**src/rtl/ctx_pkg.sv**
```systemverilog
package ctx_pkg;

  // Operation applied to one shadow/working pair in a cycle.
  typedef enum logic [1:0] {
    CELL_HOLD  = 2'd0,
    CELL_SHIFT = 2'd1,
    CELL_SWAP  = 2'd2
  } cell_op_e;

endpackage

```
**src/rtl/ctx_cell.sv**
```systemverilog
module ctx_cell
  import ctx_pkg::*;
#(
  parameter int WORD_WIDTH = 6
) (
  input  logic                  clk,
  input  logic                  rst_n,
  input  cell_op_e              op_i,
  input  logic [WORD_WIDTH-1:0] shift_in_i,
  output logic [WORD_WIDTH-1:0] shadow_o,
  output logic [WORD_WIDTH-1:0] active_o
);

  logic [WORD_WIDTH-1:0] shadow_q, shadow_d;
  logic [WORD_WIDTH-1:0] active_q, active_d;

  always_comb begin
    shadow_d = shadow_q;
    active_d = active_q;
    unique case (op_i)
      CELL_SHIFT: shadow_d = shift_in_i;
      CELL_SWAP: begin
        shadow_d = active_q;
        active_d = shadow_q;
      end
      default: ;
    endcase
  end

  always_ff @(posedge clk or negedge rst_n) begin
    if (!rst_n) begin
      shadow_q <= '0;
      active_q <= '0;
    end else begin
      shadow_q <= shadow_d;
      active_q <= active_d;
    end
  end

  assign shadow_o = shadow_q;
  assign active_o = active_q;

  // two-way exchange in one cycle
  p_swap_exchange_r4: assert property (@(posedge clk) disable iff (!rst_n)
    (op_i == CELL_SWAP) |=> (active_q == $past(shadow_q)) && (shadow_q == $past(active_q)));

  // a shift takes the neighbour's word
  p_shift_take_r2: assert property (@(posedge clk) disable iff (!rst_n)
    (op_i == CELL_SHIFT) |=> (shadow_q == $past(shift_in_i)));

  // working word moves only on swap
  p_active_hold_r3: assert property (@(posedge clk) disable iff (!rst_n)
    (op_i != CELL_SWAP) |=> $stable(active_q));

  // equal-content swap keeps the working word
  p_eq_swap_r9: assert property (@(posedge clk) disable iff (!rst_n)
    (op_i == CELL_SWAP && shadow_q == active_q) |=> $stable(active_q));

endmodule

```
**src/rtl/ctx_domain.sv**
```systemverilog
module ctx_domain
  import ctx_pkg::*;
#(
  parameter int REGS_PER_DOMAIN = 4,
  parameter int WORD_WIDTH      = 6
) (
  input  logic                                  clk,
  input  logic                                  rst_n,
  input  logic                                  swap_i,
  input  logic                                  shift_en_i,
  input  logic [WORD_WIDTH-1:0]                 cfg_in_i,
  output logic [WORD_WIDTH-1:0]                 cfg_out_o,
  output logic [REGS_PER_DOMAIN*WORD_WIDTH-1:0] active_o,
  output logic                                  loaded_o
);

  localparam int CW = $clog2(REGS_PER_DOMAIN + 1);
  localparam logic [CW-1:0] FULL_CNT = CW'(REGS_PER_DOMAIN);

  cell_op_e              op;
  logic [WORD_WIDTH-1:0] shadow [REGS_PER_DOMAIN];
  logic [CW-1:0]         cnt_q, cnt_d;

  // Swap outranks shift
  always_comb begin
    if (swap_i)          op = CELL_SWAP;
    else if (shift_en_i) op = CELL_SHIFT;
    else                 op = CELL_HOLD;
  end

  for (genvar i = 0; i < REGS_PER_DOMAIN; i++) begin : g_cell
    logic [WORD_WIDTH-1:0] link_in;
    if (i == 0) begin : g_head
      assign link_in = cfg_in_i;
    end else begin : g_body
      assign link_in = shadow[i-1];
    end
    ctx_cell #(.WORD_WIDTH(WORD_WIDTH)) u_cell (
      .clk        (clk),
      .rst_n      (rst_n),
      .op_i       (op),
      .shift_in_i (link_in),
      .shadow_o   (shadow[i]),
      .active_o   (active_o[i*WORD_WIDTH +: WORD_WIDTH])
    );
  end

  assign cfg_out_o = shadow[REGS_PER_DOMAIN-1];

  // Shift counter for the loaded flag
  always_comb begin
    cnt_d = cnt_q;
    if (op == CELL_SWAP)
      cnt_d = '0;
    else if (op == CELL_SHIFT && cnt_q != FULL_CNT)
      cnt_d = cnt_q + CW'(1);
  end

  always_ff @(posedge clk or negedge rst_n) begin
    if (!rst_n) cnt_q <= '0;
    else        cnt_q <= cnt_d;
  end

  assign loaded_o = (cnt_q == FULL_CNT);

  // swap clears the flag
  p_loaded_clear_r8: assert property (@(posedge clk) disable iff (!rst_n)
    swap_i |=> !loaded_o);

  // once set, further shifts keep it set
  p_loaded_keep_r8: assert property (@(posedge clk) disable iff (!rst_n)
    (loaded_o && !swap_i) |=> loaded_o);

  // swap with shift: tail gets the old working word, not a shifted one
  p_swap_wins_r7: assert property (@(posedge clk) disable iff (!rst_n)
    (swap_i && shift_en_i) |=>
      (cfg_out_o == $past(active_o[(REGS_PER_DOMAIN-1)*WORD_WIDTH +: WORD_WIDTH])));

  // the whole working bus is steady outside swaps
  p_bus_steady_r3: assert property (@(posedge clk) disable iff (!rst_n)
    !swap_i |=> $stable(active_o));

endmodule

```
**src/rtl/ctx_scan_ctrl.sv**
```systemverilog
module ctx_scan_ctrl
  import ctx_pkg::*;
#(
  parameter int NUM_DOMAINS     = 2,
  parameter int REGS_PER_DOMAIN = 4,
  parameter int WORD_WIDTH      = 6
) (
  input  logic                                              clk,
  input  logic                                              rst_n,
  input  logic                                              swap_i,
  input  logic [NUM_DOMAINS-1:0]                            shift_en_i,
  input  logic [NUM_DOMAINS*WORD_WIDTH-1:0]                 cfg_in_i,
  output logic [NUM_DOMAINS*WORD_WIDTH-1:0]                 cfg_out_o,
  output logic [NUM_DOMAINS*REGS_PER_DOMAIN*WORD_WIDTH-1:0] active_cfg_o,
  output logic [NUM_DOMAINS-1:0]                            loaded_o
);

  localparam int DOM_BITS = REGS_PER_DOMAIN * WORD_WIDTH;

  for (genvar d = 0; d < NUM_DOMAINS; d++) begin : g_dom
    ctx_domain #(
      .REGS_PER_DOMAIN (REGS_PER_DOMAIN),
      .WORD_WIDTH      (WORD_WIDTH)
    ) u_domain (
      .clk        (clk),
      .rst_n      (rst_n),
      .swap_i     (swap_i),
      .shift_en_i (shift_en_i[d]),
      .cfg_in_i   (cfg_in_i[d*WORD_WIDTH +: WORD_WIDTH]),
      .cfg_out_o  (cfg_out_o[d*WORD_WIDTH +: WORD_WIDTH]),
      .active_o   (active_cfg_o[d*DOM_BITS +: DOM_BITS]),
      .loaded_o   (loaded_o[d])
    );

    // an idle domain is untouched by the others
    p_idle_domain_r6: assert property (@(posedge clk) disable iff (!rst_n)
      (!swap_i && !shift_en_i[d]) |=>
        ($stable(cfg_out_o[d*WORD_WIDTH +: WORD_WIDTH]) && $stable(loaded_o[d])));
  end

endmodule

```
**config.mk**
```make
export PLATFORM = sky130hd
export DESIGN_NAME = ctx_scan_ctrl
export DESIGN_NICKNAME = d
export VERILOG_FILES = /design/src/rtl/ctx_pkg.sv /design/src/rtl/ctx_cell.sv /design/src/rtl/ctx_domain.sv /design/src/rtl/ctx_scan_ctrl.sv
export SDC_FILE = /design/constraint.sdc
export NUM_CORES = 1
export LEC_CHECK = 0
export ABC_CLOCK_PERIOD_IN_PS = 1470
export BUFFER_PORTS_ARGS = -buffer_cell sky130_fd_sc_hd__buf_2
export CAP_MARGIN = 0
export CORE_UTILIZATION = 44
export DETAILED_ROUTE_END_ITERATION = 8
export PLACE_DENSITY = 0.74
export SYNTH_ARGS = -nofsm -noshare
export SYNTH_HDL_FRONTEND = slang
export SYNTH_HIERARCHICAL = 1
export SYNTH_SLANG_ARGS = --single-unit
```
**constraint.sdc**
```tcl
create_clock -name clk -period 1.47 [get_ports clk]
set_clock_uncertainty 0.2 [all_clocks]
set_input_delay 0.0735 -clock clk [delete_from_list [all_inputs] [get_ports clk]]
set_output_delay 0.0735 -clock clk [all_outputs]
set_load 0.03 [all_outputs]
```
==> results.json, run 1 <==
{
  "grt_pass1_wl_um": 15600,
  "dp_hpwl_um": 6670,
  "avgSynthCellArea_um2": 13.1,
  "violations": "negative setup slack",
  "io_buffers": 78,
  "cts_buffers": 9,
  "cp_data_required_time_ns": 1.20,
  "met3_length_um": 334,
  "core_um2": 10800,
  "die_w_um": 108,
  "power.density_nw_per_um2": 1720,
  "grt_pass1_vias": 3100,
  "num-fill-cells": 919,
  "synth_compound_area_frac": 0.0588,
  "tightest_slew_ns": 0.414,
  "cts.sinks": 102,
  "path_class": "flop to output pin",
  "synth_top_family_by_area": "multiplexers",
  "finalHoldViolations": 0,
  "htree_num_levels": 3,
  "m1WireLength_um": 4680,
  "nets": 516,
  "gp_congestion": 0.788,
  "grt.overflow.total": 0,
  "wl_um": 9360,
  "synthAdderAreaFrac": 0.0511,
  "first_pass_iters": 4,
  "ys_types": 17,
  "rsz0062_at_grt": "yes",
  "topRoutingLayerUsed": "met4",
  "wl_met2_um": 4220,
  "slew_violations": 0,
  "diodes": 0,
  "hold_class": "input pin to flop",
  "setup_slack_ns": -0.0592,
  "synth_mux_area_frac": 0.255,
  "ys_seq_area_frac": 0.521,
  "crit_path_max_fanout": 2,
  "ir_drop_v": 0.000818,
  "fin_crit_sh": 1.04,
  "synthXorXnorAreaFrac": 0,
  "cts_tree": "yes",
  "path_clk_slew_ns": 0.10,
  "fp-row-count": 38,
  "viasPerCell": 4.93,
  "io_pins": 79,
  "antenna_found_initial": 0,
  "setup_viol": 4,
  "initial_core_util": 0.452,
  "synthToLayoutAreaGrowth_pct": 19.9,
  "yosys.area_share.simple": 0.0593,
  "crit_arrival_ns": 1.26,
  "synth.cell_area_um2": 4900,
  "cts_buffer_depth": 2,
  "leakage_nw": 2.97,
  "start_kind": "flop",
  "ys_warn_count": 6,
  "clock_insertion_delay_worst_skew_ns": 0.36,
  "synth_seq_cells": 102,
  "final_util": 0.541,
  "place_inst": 586,
  "vias": 3077,
  "root_buffer": "clkbuf_8",
  "drt-initial-drc-count": 110,
  "grt_max_degree": 48,
  "synth_cells": 374,
  "status": "complete, but fails checks",
  "drive_gt1_frac": 0.366,
  "dieArea_um2": 11600,
  "cp-end-kind": "output pin",
  "power_mw": 10.1,
  "drv_cap": 0,
  "track_usage": 0.173,
  "layout_min_cycle_time_ns": 1.53,
  "syn_nets": 411,
  "finalNonFillerCells": 624,
  "die_y_um": 108,
  "wl_per_cell_um": 15.0,
  "maxSlewHeadroom": 0.724,
  "fmax_mhz": 654,
  "final_antenna_net_count": 0,
  "drc_errors": 0
}
[worst max-delay path: stages, from the launching register on]
cell     delay [ns]
dfrtp_1        0.40
inv_1          0.07
ha_2           0.17
and2_4         0.13
buf_6          0.12
[power breakdown]
part	switching (mW)	total, mW	internal [mW]
combinational	2.20	3.83	1.63
clock	1.02	1.67	0.640
sequential	0.852	4.58	3.73
total	4.08	10.1	6.00
[layout by cell type (no fill, tap or decap), types with 2 or more instances in the layout]
| cell type | count |
|---|---|
| a21boi_4 | 2 |
| a21oi_1 | 2 |
| and2_4 | 2 |
| and4b_1 | 2 |
| buf_12 | 5 |
| buf_2 | 75 |
| buf_4 | 18 |
| buf_6 | 3 |
| clkbuf_8 | 9 |
| clkinv_4 | 3 |
| dfrtp_1 | 102 |
| dlygate4sd3_1 | 17 |
| ha_1 | 18 |
| inv_1 | 10 |
| inv_2 | 2 |
| mux2_4 | 50 |
| mux2i_1 | 50 |
| nand2_1 | 48 |
| nand2b_1 | 4 |
| nor2_1 | 2 |
| nor2b_1 | 4 |
| nor3_2 | 2 |
| o21ai_1 | 48 |
[layout make-up]
type | instances | area, um2 | share of cell area
Multi-Input combinational cell | 236 | 2100 | 0.358
Timing Repair Buffer | 118 | 815 | 0.139
Sequential cell | 102 | 2550 | 0.435
Inverter | 12 | 45.0 | 0.00767
Clock inverter | 7 | 58.8 | 0.0100
Tap cell | 140 | 175 | 0.0298
Clock buffer | 9 | 124 | 0.0211
[cell usage after synthesis]
master | count | share of area
a21boi_4 | 2 | 0.0077
a21oi_1 | 2 | 0.0020
and2_1 | 2 | 0.0026
and4b_1 | 2 | 0.0041
buf_6 | 16 | 0.037
clkbuf_2 | 8 | 0.0082
dfrtp_1 | 102 | 0.52
ha_1 | 20 | 0.051
inv_1 | 12 | 0.0092
mux2_4 | 50 | 0.15
mux2i_1 | 50 | 0.10
nand2_1 | 48 | 0.037
nand2b_1 | 4 | 0.0051
nor2_1 | 2 | 0.0015
nor2b_1 | 4 | 0.0051
nor3_2 | 2 | 0.0041
o21ai_1 | 48 | 0.049
[metal layers]
metal	vias up	global-route usage
met1	1515	0.250
met2	61	0.260
met3	12	0.0303
li1	1489	-
met5	-	0
met4	0	0.0646
[flip-flops by register name, indices dropped and copies added (netlist names)]
register	cells
g_dom.u_domain/g_cell.u_cell/active_o	48
g_dom.u_domain/g_cell.u_cell/shadow_o	48
g_dom.u_domain/cnt_q	6
[repair_timing]
action | CTS | global route
hold buffers | 17 | 1
gates resized for setup | 11 | 1
buffers inserted | 4 | 1
pin swaps | 2 | 2
endpoints found under the hold margin | 118 | 13
endpoints found under the setup margin | 2 | 17
[worst paths after layout]
path,start,end,slack [ns],depth (start not counted)
worst max-delay path,g_dom[0].u_domain/cnt_q[1]$_DFFE_PN0P_,loaded_o[0],-0.06,4
worst min-delay path,swap_i,g_dom[0].u_domain/cnt_q[1]$_DFFE_PN0P_,0.04,4
max in group asynchronous,rst_n,g_dom[0].u_domain/g_cell[1].u_cell/active_o[5]$_DFFE_PN0N_,0.11,4
worst max register to register,g_dom[0].u_domain/cnt_q[1]$_DFFE_PN0P_,g_dom[0].u_domain/cnt_q[0]$_DFFE_PN0P_,-0.06,5
min in group asynchronous,rst_n,g_dom[1].u_domain/g_cell[3].u_cell/active_o[3]$_DFFE_PN0N_,0.44,3
worst min register to register,g_dom[0].u_domain/g_cell[3].u_cell/shadow_o[2]$_DFFE_PN0P_,g_dom[0].u_domain/g_cell[3].u_cell/shadow_o[2]$_DFFE_PN0P_,0.32,2
[through the flow]
step / cell area (um2) / TNS [ns] / setup slack (ns) / hold slack, ns
final: 5870 / -0.174 / -0.0592 / 0.0422
after global routing: 5870 / -0.446 / -0.132 / 0.0710
after CTS: 5860 / -0.148 / -0.0613 / 0.0231
after detailed placement: 5440 / -21.75 / -0.301 / -0.251
after global placement: 5440 / -16.92 / -0.243 / -0.249
after floorplan: 4900 / 0 / 0.0629 / -0.422
[logic make-up (layout without fill, tap and decap cells)]
logic type / count (synthesis) / after routing
flops: 102 / 102
mux: 100 / 100
simple gates: 64 / 64
compound gates: 52 / 52
buf+inv: 36 / 146
fa+ha+maj: 20 / 20
Note: power is estimated with default switching activity, not from simulation.
==> run 2: changes to the inputs <==
- HOLD_SLACK_MARGIN: unset -> 0.12
==> run 2 against run 1 <==
Net effect:
- the run still ends with negative setup slack left
- largest cell class unchanged
- final cell count is 0.32% higher
- combinational power about the same
- critical path type unchanged
- register-to-register slack about the same
- die area unchanged
- fmax about the same
- clock-buffer cell count stayed put
- via count fell by 0.75%
- non-clock buffer count up 2
- global-route usage is 0.053 points higher
- highest routed layer unchanged
==> results.json, run 2 (synthesis gave the netlist of run 1 again) <==
{
  "crit_path_max_fanout": 2,
  "diodes": 0,
  "root_buffer": "clkbuf_8",
  "finalNonFillerCells": 626,
  "io_buffers": 78,
  "tightest_slew_ns": 0.594,
  "die_y_um": 108,
  "switching_share": 0.405,
  "path_clk_slew_ns": 0.10,
  "fmax_mhz": 654,
  "cp_data_required_time_ns": 1.20,
  "synthToLayoutAreaGrowth_pct": 20.3,
  "dieArea_um2": 11600,
  "drc_errors": 0,
  "layout_min_cycle_time_ns": 1.53,
  "maxSlewHeadroom": 0.604,
  "place_ws_ns": -0.301,
  "first_pass_iters": 4,
  "holdWs_ns": 0.213,
  "status": "complete, but fails checks",
  "finalHoldViolations": 0,
  "pwr-share-comb": 0.380,
  "layout_commonest_cell": "dfrtp_1",
  "fin_crit_sh": 1.04,
  "grt.busiest_layer": "met2",
  "critical_path.cell_chain": "inv_1 > ha_2 > and2_4 > buf_6",
  "internal_power_mw": 6.00,
  "slew_violations": 0,
  "setup_viol": 4,
  "cts_tree": "yes",
  "use_met1": 0.246,
  "r2r_slack_ns": -0.06,
  "slowest_delay_ns": 0.40,
  "cts_buffer_depth": 2,
  "viasPerCell": 4.88,
  "grt.overflow.total": 0,
  "nets": 518,
  "r2r_cells": 5,
  "grt_pass1_wl_um": 15600,
  "htree_num_levels": 3,
  "wl_um": 9420,
  "cts.sinks": 102,
  "seq_power_share": 0.455,
  "fp-row-count": 38,
  "p_switching_mw": 4.08,
  "dp_hpwl_um": 6670,
  "gp_congestion": 0.788,
  "wl_per_cell_um": 15.1,
  "cpMaxStageDelayCell": "dfrtp_1",
  "drive_gt1_frac": 0.364,
  "power.density_nw_per_um2": 1710,
  "antenna_found_initial": 0,
  "crit_arrival_ns": 1.26,
  "cp-end-kind": "output pin",
  "clock_insertion_delay_worst_skew_ns": 0.36,
  "use_met2": 0.265,
  "start_kind": "flop",
  "ir_drop_v": 0.000818,
  "grt_max_degree": 48,
  "track_usage": 0.174,
  "violations": "negative setup slack",
  "final_antenna_net_count": 0,
  "power_mw": 10.1,
  "setup_slack_ns": -0.0597,
  "vias": 3054,
  "cts_buffers": 9,
  "drv_cap": 0,
  "io_pins": 79,
  "die_w_um": 108,
  "initial_core_util": 0.452,
  "drt-initial-drc-count": 121,
  "pwr-share-clk": 0.165,
  "path_class": "flop to output pin",
  "final_cell_mix": "dfrtp_1, buf_2, mux2i_1, mux2_4",
  "place_inst": 586,
  "core_um2": 10800,
  "grt_pass1_vias": 3146,
  "met3_usage": 0.0303,
  "hold_class": "input pin to async pin",
  "rsz0062_at_grt": "yes",
  "r2r_end": "g_dom[0].u_domain/cnt_q[0]$_DFFE_PN0P_",
  "leakage_nw": 2.99,
  "r2r-start": "g_dom[0].u_domain/cnt_q[1]$_DFFE_PN0P_"
}
==> run 2: what timing repair did <==
action                     in CTS  in global routing
setup endpoints to repair       2                 17
setup buffers                   4                  1
hold endpoints to repair      120                  0
pin swaps                       2                  3
gates resized for setup        11                  2
hold buffers                   19                  0
==> run 2: power groups by stage <==
stage	combinational, mW	clock (mW)	sequential [mW]
floorplan	1.55	0	5.65
global placement	3.70	0	4.59
detailed placement	3.79	0	4.63
CTS	3.86	1.72	4.60
global route	4.13	1.85	4.72
finish	3.84	1.66	4.59
==> run 2: critical path, delay by kind of cell (launching register included) <==
family        cells  cell delay (ns)
buf+inv           2             0.19
flops             1             0.40
simple gates      1             0.13
fa+ha+maj         1             0.17
==> run 2: worst max path at each step <==
| stage | from | end | cells after the start |
|---|---|---|---|
| after floorplan | g_dom[0].u_domain/cnt_q[0]$_DFFE_PN0P_ | g_dom[0].u_domain/cnt_q[0]$_DFFE_PN0P_ | 4 |
| after global placement | shift_en_i[0] | g_dom[0].u_domain/g_cell[0].u_cell/active_o[1]$_DFFE_PN0N_ | 5 |
| after detailed placement | swap_i | g_dom[0].u_domain/g_cell[1].u_cell/active_o[1]$_DFFE_PN0N_ | 5 |
| after CTS | g_dom[0].u_domain/cnt_q[1]$_DFFE_PN0P_ | loaded_o[0] | 4 |
| after global routing | g_dom[0].u_domain/cnt_q[1]$_DFFE_PN0P_ | loaded_o[0] | 4 |
| final | g_dom[0].u_domain/cnt_q[1]$_DFFE_PN0P_ | loaded_o[0] | 4 |
==> run 2: stage by stage <==
step | TNS (ns) | instance area (um2) | utilization
global route | -0.401 | 5890 | 0.544
detailed placement | -21.75 | 5440 | 0.502
global placement | -16.92 | 5440 | 0.502
floorplan | 0 | 4900 | -
CTS | -0.148 | 5880 | 0.542
finish | -0.174 | 5890 | 0.544
==> run 2: metal layers <==
metal | vias to the layer above | wire length [um]
li1 | 1493 | -
met1 | 1490 | 4650
met2 | 59 | 4320
met3 | 12 | 333
met4 | 0 | 124
met5 | - | 0
==> run 2: cell type report <==
| cell class | count | area [um2] |
|---|---|---|
| Multi-Input combinational cell | 236 | 2100 |
| Clock inverter | 7 | 58.8 |
| Timing Repair Buffer | 120 | 837 |
| Inverter | 12 | 45.0 |
| Clock buffer | 9 | 124 |
| Sequential cell | 102 | 2550 |
| Fill cell | 917 | 4950 |
| Tap cell | 140 | 175 |
==> run 3: changes to the inputs <==
--- a/config.mk
+++ b/config.mk
@@ -9,8 +9,9 @@
 export BUFFER_PORTS_ARGS = -buffer_cell sky130_fd_sc_hd__buf_2
 export CAP_MARGIN = 0
-export CORE_UTILIZATION = 44
+export CORE_UTILIZATION = 40
 export DETAILED_ROUTE_END_ITERATION = 8
 export HOLD_SLACK_MARGIN = 0.12
-export PLACE_DENSITY = 0.74
+export PLACE_DENSITY = 0.69
+export REMOVE_ABC_BUFFERS = 1
 export SYNTH_ARGS = -nofsm -noshare
 export SYNTH_HDL_FRONTEND = slang
==> constraint.sdc (replaced) <==
create_clock -name clk -period 1.47 [get_ports clk]
set_clock_uncertainty 0.2 [all_clocks]
set_input_delay 0.294 -clock clk [delete_from_list [all_inputs] [get_ports clk]]
set_output_delay 0.294 -clock clk [all_outputs]
set_load 0.03 [all_outputs]
==> run 3 against run 2 <==
Net effect:
- the flow still finishes with violations (negative setup slack)
- core utilization decreased by 3.2 points
- design area increased by 3.8%
- fmax decreased by 9.9%
- sequential share of layout area decreased by 1.6 points
- critical path type unchanged
==> results.json, run 3 (synthesis gave the netlist of run 1 again) <==
{
  "power_mw": 10.8,
  "finalHoldViolations": 0,
  "dpl_cell_area_um2": 5530,
  "viasPerCell": 4.82,
  "first_pass_iters": 5,
  "power.density_nw_per_um2": 1770,
  "holdPathStages": 4,
  "cts_buffer_depth": 2,
  "grt_max_degree": 39,
  "rsz0062_at_grt": "yes",
  "post-route-cell-area_um2": 6120,
  "pwr-share-comb": 0.374,
  "switching_share": 0.381,
  "holdWs_ns": 0.176,
  "hold-path-endpoint": "g_dom[1].u_domain/cnt_q[2]$_DFFE_PN0P_",
  "cts.sinks": 102,
  "hold_class": "input pin to flop",
  "cts_tree": "yes",
  "clock_insertion_delay_worst_skew_ns": 0.34,
  "root_buffer": "clkbuf_16",
  "vias": 3069,
  "num-fill-cells": 1065,
  "drv_cap": 0,
  "layout_commonest_cell": "dfrtp_1",
  "initial_core_util": 0.409,
  "r2r_cells": 5,
  "r2r-start": "g_dom[1].u_domain/cnt_q[0]$_DFFE_PN0P_",
  "nets": 522,
  "final_cell_mix": "dfrtp_1, buf_2, mux2i_1, mux2_4",
  "wl_um": 9530,
  "diodes": 0,
  "path_class": "flop to output pin",
  "htree_num_levels": 3,
  "grt_pass1_vias": 3108,
  "fp-row-count": 40,
  "die_w_um": 113,
  "final_antenna_net_count": 0,
  "grt.overflow.total": 0,
  "drt-initial-drc-count": 155,
  "fmax_mhz": 589,
  "place_inst": 599,
  "cp_data_required_time_ns": 0.98,
  "track_usage": 0.160,
  "crit_path_max_fanout": 2,
  "crit_arrival_ns": 1.20,
  "pwr-share-clk": 0.205,
  "violations": "negative setup slack",
  "p_switching_mw": 4.13,
  "cp-end-kind": "output pin",
  "setup_slack_ns": -0.228,
  "r2r_slack_ns": -0.04,
  "dp_hpwl_um": 6860,
  "die_y_um": 113,
  "leakage_nw": 3.06,
  "synthToLayoutAreaGrowth_pct": 24.9,
  "tns_ns": -0.523,
  "core_um2": 12000,
  "io_buffers": 78,
  "drive_gt1_frac": 0.400,
  "status": "complete, but fails checks",
  "antenna_found_initial": 0,
  "cts_buffers": 9,
  "start_kind": "flop",
  "grt_pass1_wl_um": 16200,
  "gp_congestion": 0.762,
  "fin_crit_sh": 1.16,
  "wl_per_cell_um": 15.0,
  "tightest_slew_ns": 0.307,
  "ir_drop_v": 0.000573,
  "maxSlewHeadroom": 0.795,
  "path_clk_slew_ns": 0.07,
  "r2r_end": "g_dom[1].u_domain/cnt_q[0]$_DFFE_PN0P_",
  "finalNonFillerCells": 637,
  "drc_errors": 0,
  "setup_viol": 4,
  "internal_power_mw": 6.71,
  "layout_min_cycle_time_ns": 1.70,
  "seq_power_share": 0.421,
  "slew_violations": 0,
  "dieArea_um2": 12700,
  "min-delay-start": "shift_en_i[1]",
  "io_pins": 79
}
## run 3: cell types whose count changed in the layout (fill, tap and decap cells not counted), sizes merged
cell / before / now
dlymetal6s4s: 1 / 0
buf: 101 / 95
dlygate4sd3: 18 / 13
clkinv: 4 / 2
clkbuf: 9 / 26
inv: 14 / 15
## run 3: power groups by stage
stage / sequential [mW] / clock [mW] / combinational (mW)
global placement: 4.58 / 0 / 3.75
global route: 4.71 / 2.38 / 4.34
detailed placement: 4.62 / 0 / 3.83
finish: 4.57 / 2.22 / 4.06
CTS: 4.59 / 2.26 / 3.90
floorplan: 5.65 / 0 / 1.49
## run 3: worst max-delay path by stage
stage / start / slack [ns] / cells past startpoint / endpoint
2_1_floorplan: shift_en_i[0] / -0.06 / 4 / g_dom[0].u_domain/g_cell[0].u_cell/active_o[0]$_DFFE_PN0N_
3_3_place_gp: swap_i / -0.44 / 5 / g_dom[1].u_domain/g_cell[2].u_cell/active_o[2]$_DFFE_PN0N_
3_5_place_dp: swap_i / -0.47 / 5 / g_dom[1].u_domain/g_cell[2].u_cell/active_o[4]$_DFFE_PN0N_
4_1_cts: g_dom[1].u_domain/cnt_q[1]$_DFFE_PN0P_ / -0.24 / 4 / loaded_o[1]
5_1_grt: g_dom[1].u_domain/cnt_q[0]$_DFFE_PN0P_ / -0.27 / 4 / loaded_o[1]
6_report: g_dom[0].u_domain/cnt_q[1]$_DFFE_PN0P_ / -0.23 / 4 / loaded_o[0]
## run 3: area by class of cell
type | count | area, um2 | area share
Clock buffer | 10 | 229 | 0.0374
Inverter | 12 | 45.0 | 0.00736
Sequential cell | 102 | 2550 | 0.417
Timing Repair Buffer | 124 | 933 | 0.153
Clock inverter | 6 | 43.8 | 0.00716
Multi-Input combinational cell | 236 | 2130 | 0.348
Tap cell | 147 | 184 | 0.0301
## run 3: what timing repair did
item | CTS | global route
resized for setup | 18 | 23
hold buffers | 13 | 0
buffers inserted | 2 | 7
endpoints found under the setup margin | 90 | 43
pin swaps | 2 | 3
endpoints found under the hold margin | 114 | 0
## run 3: stage by stage
stage,util,worst slack (ns)
5_1_grt,0.511,-0.271
2_1_floorplan,-,-0.0633
6_report,0.511,-0.228
3_3_place_gp,0.463,-0.441
3_5_place_dp,0.463,-0.475
4_1_cts,0.502,-0.241
## run 3: routing by layer
layer  track usage  share of wire
met3        0.0248          0.035
met2         0.235           0.45
met4        0.0560          0.012
met5             0              0
met1         0.238           0.50
## run 3: critical path, stage by stage (launching register included)
cell     delay, ns
dfrtp_1       0.39
inv_2         0.08
ha_4          0.14
and2_4        0.13
buf_6         0.12
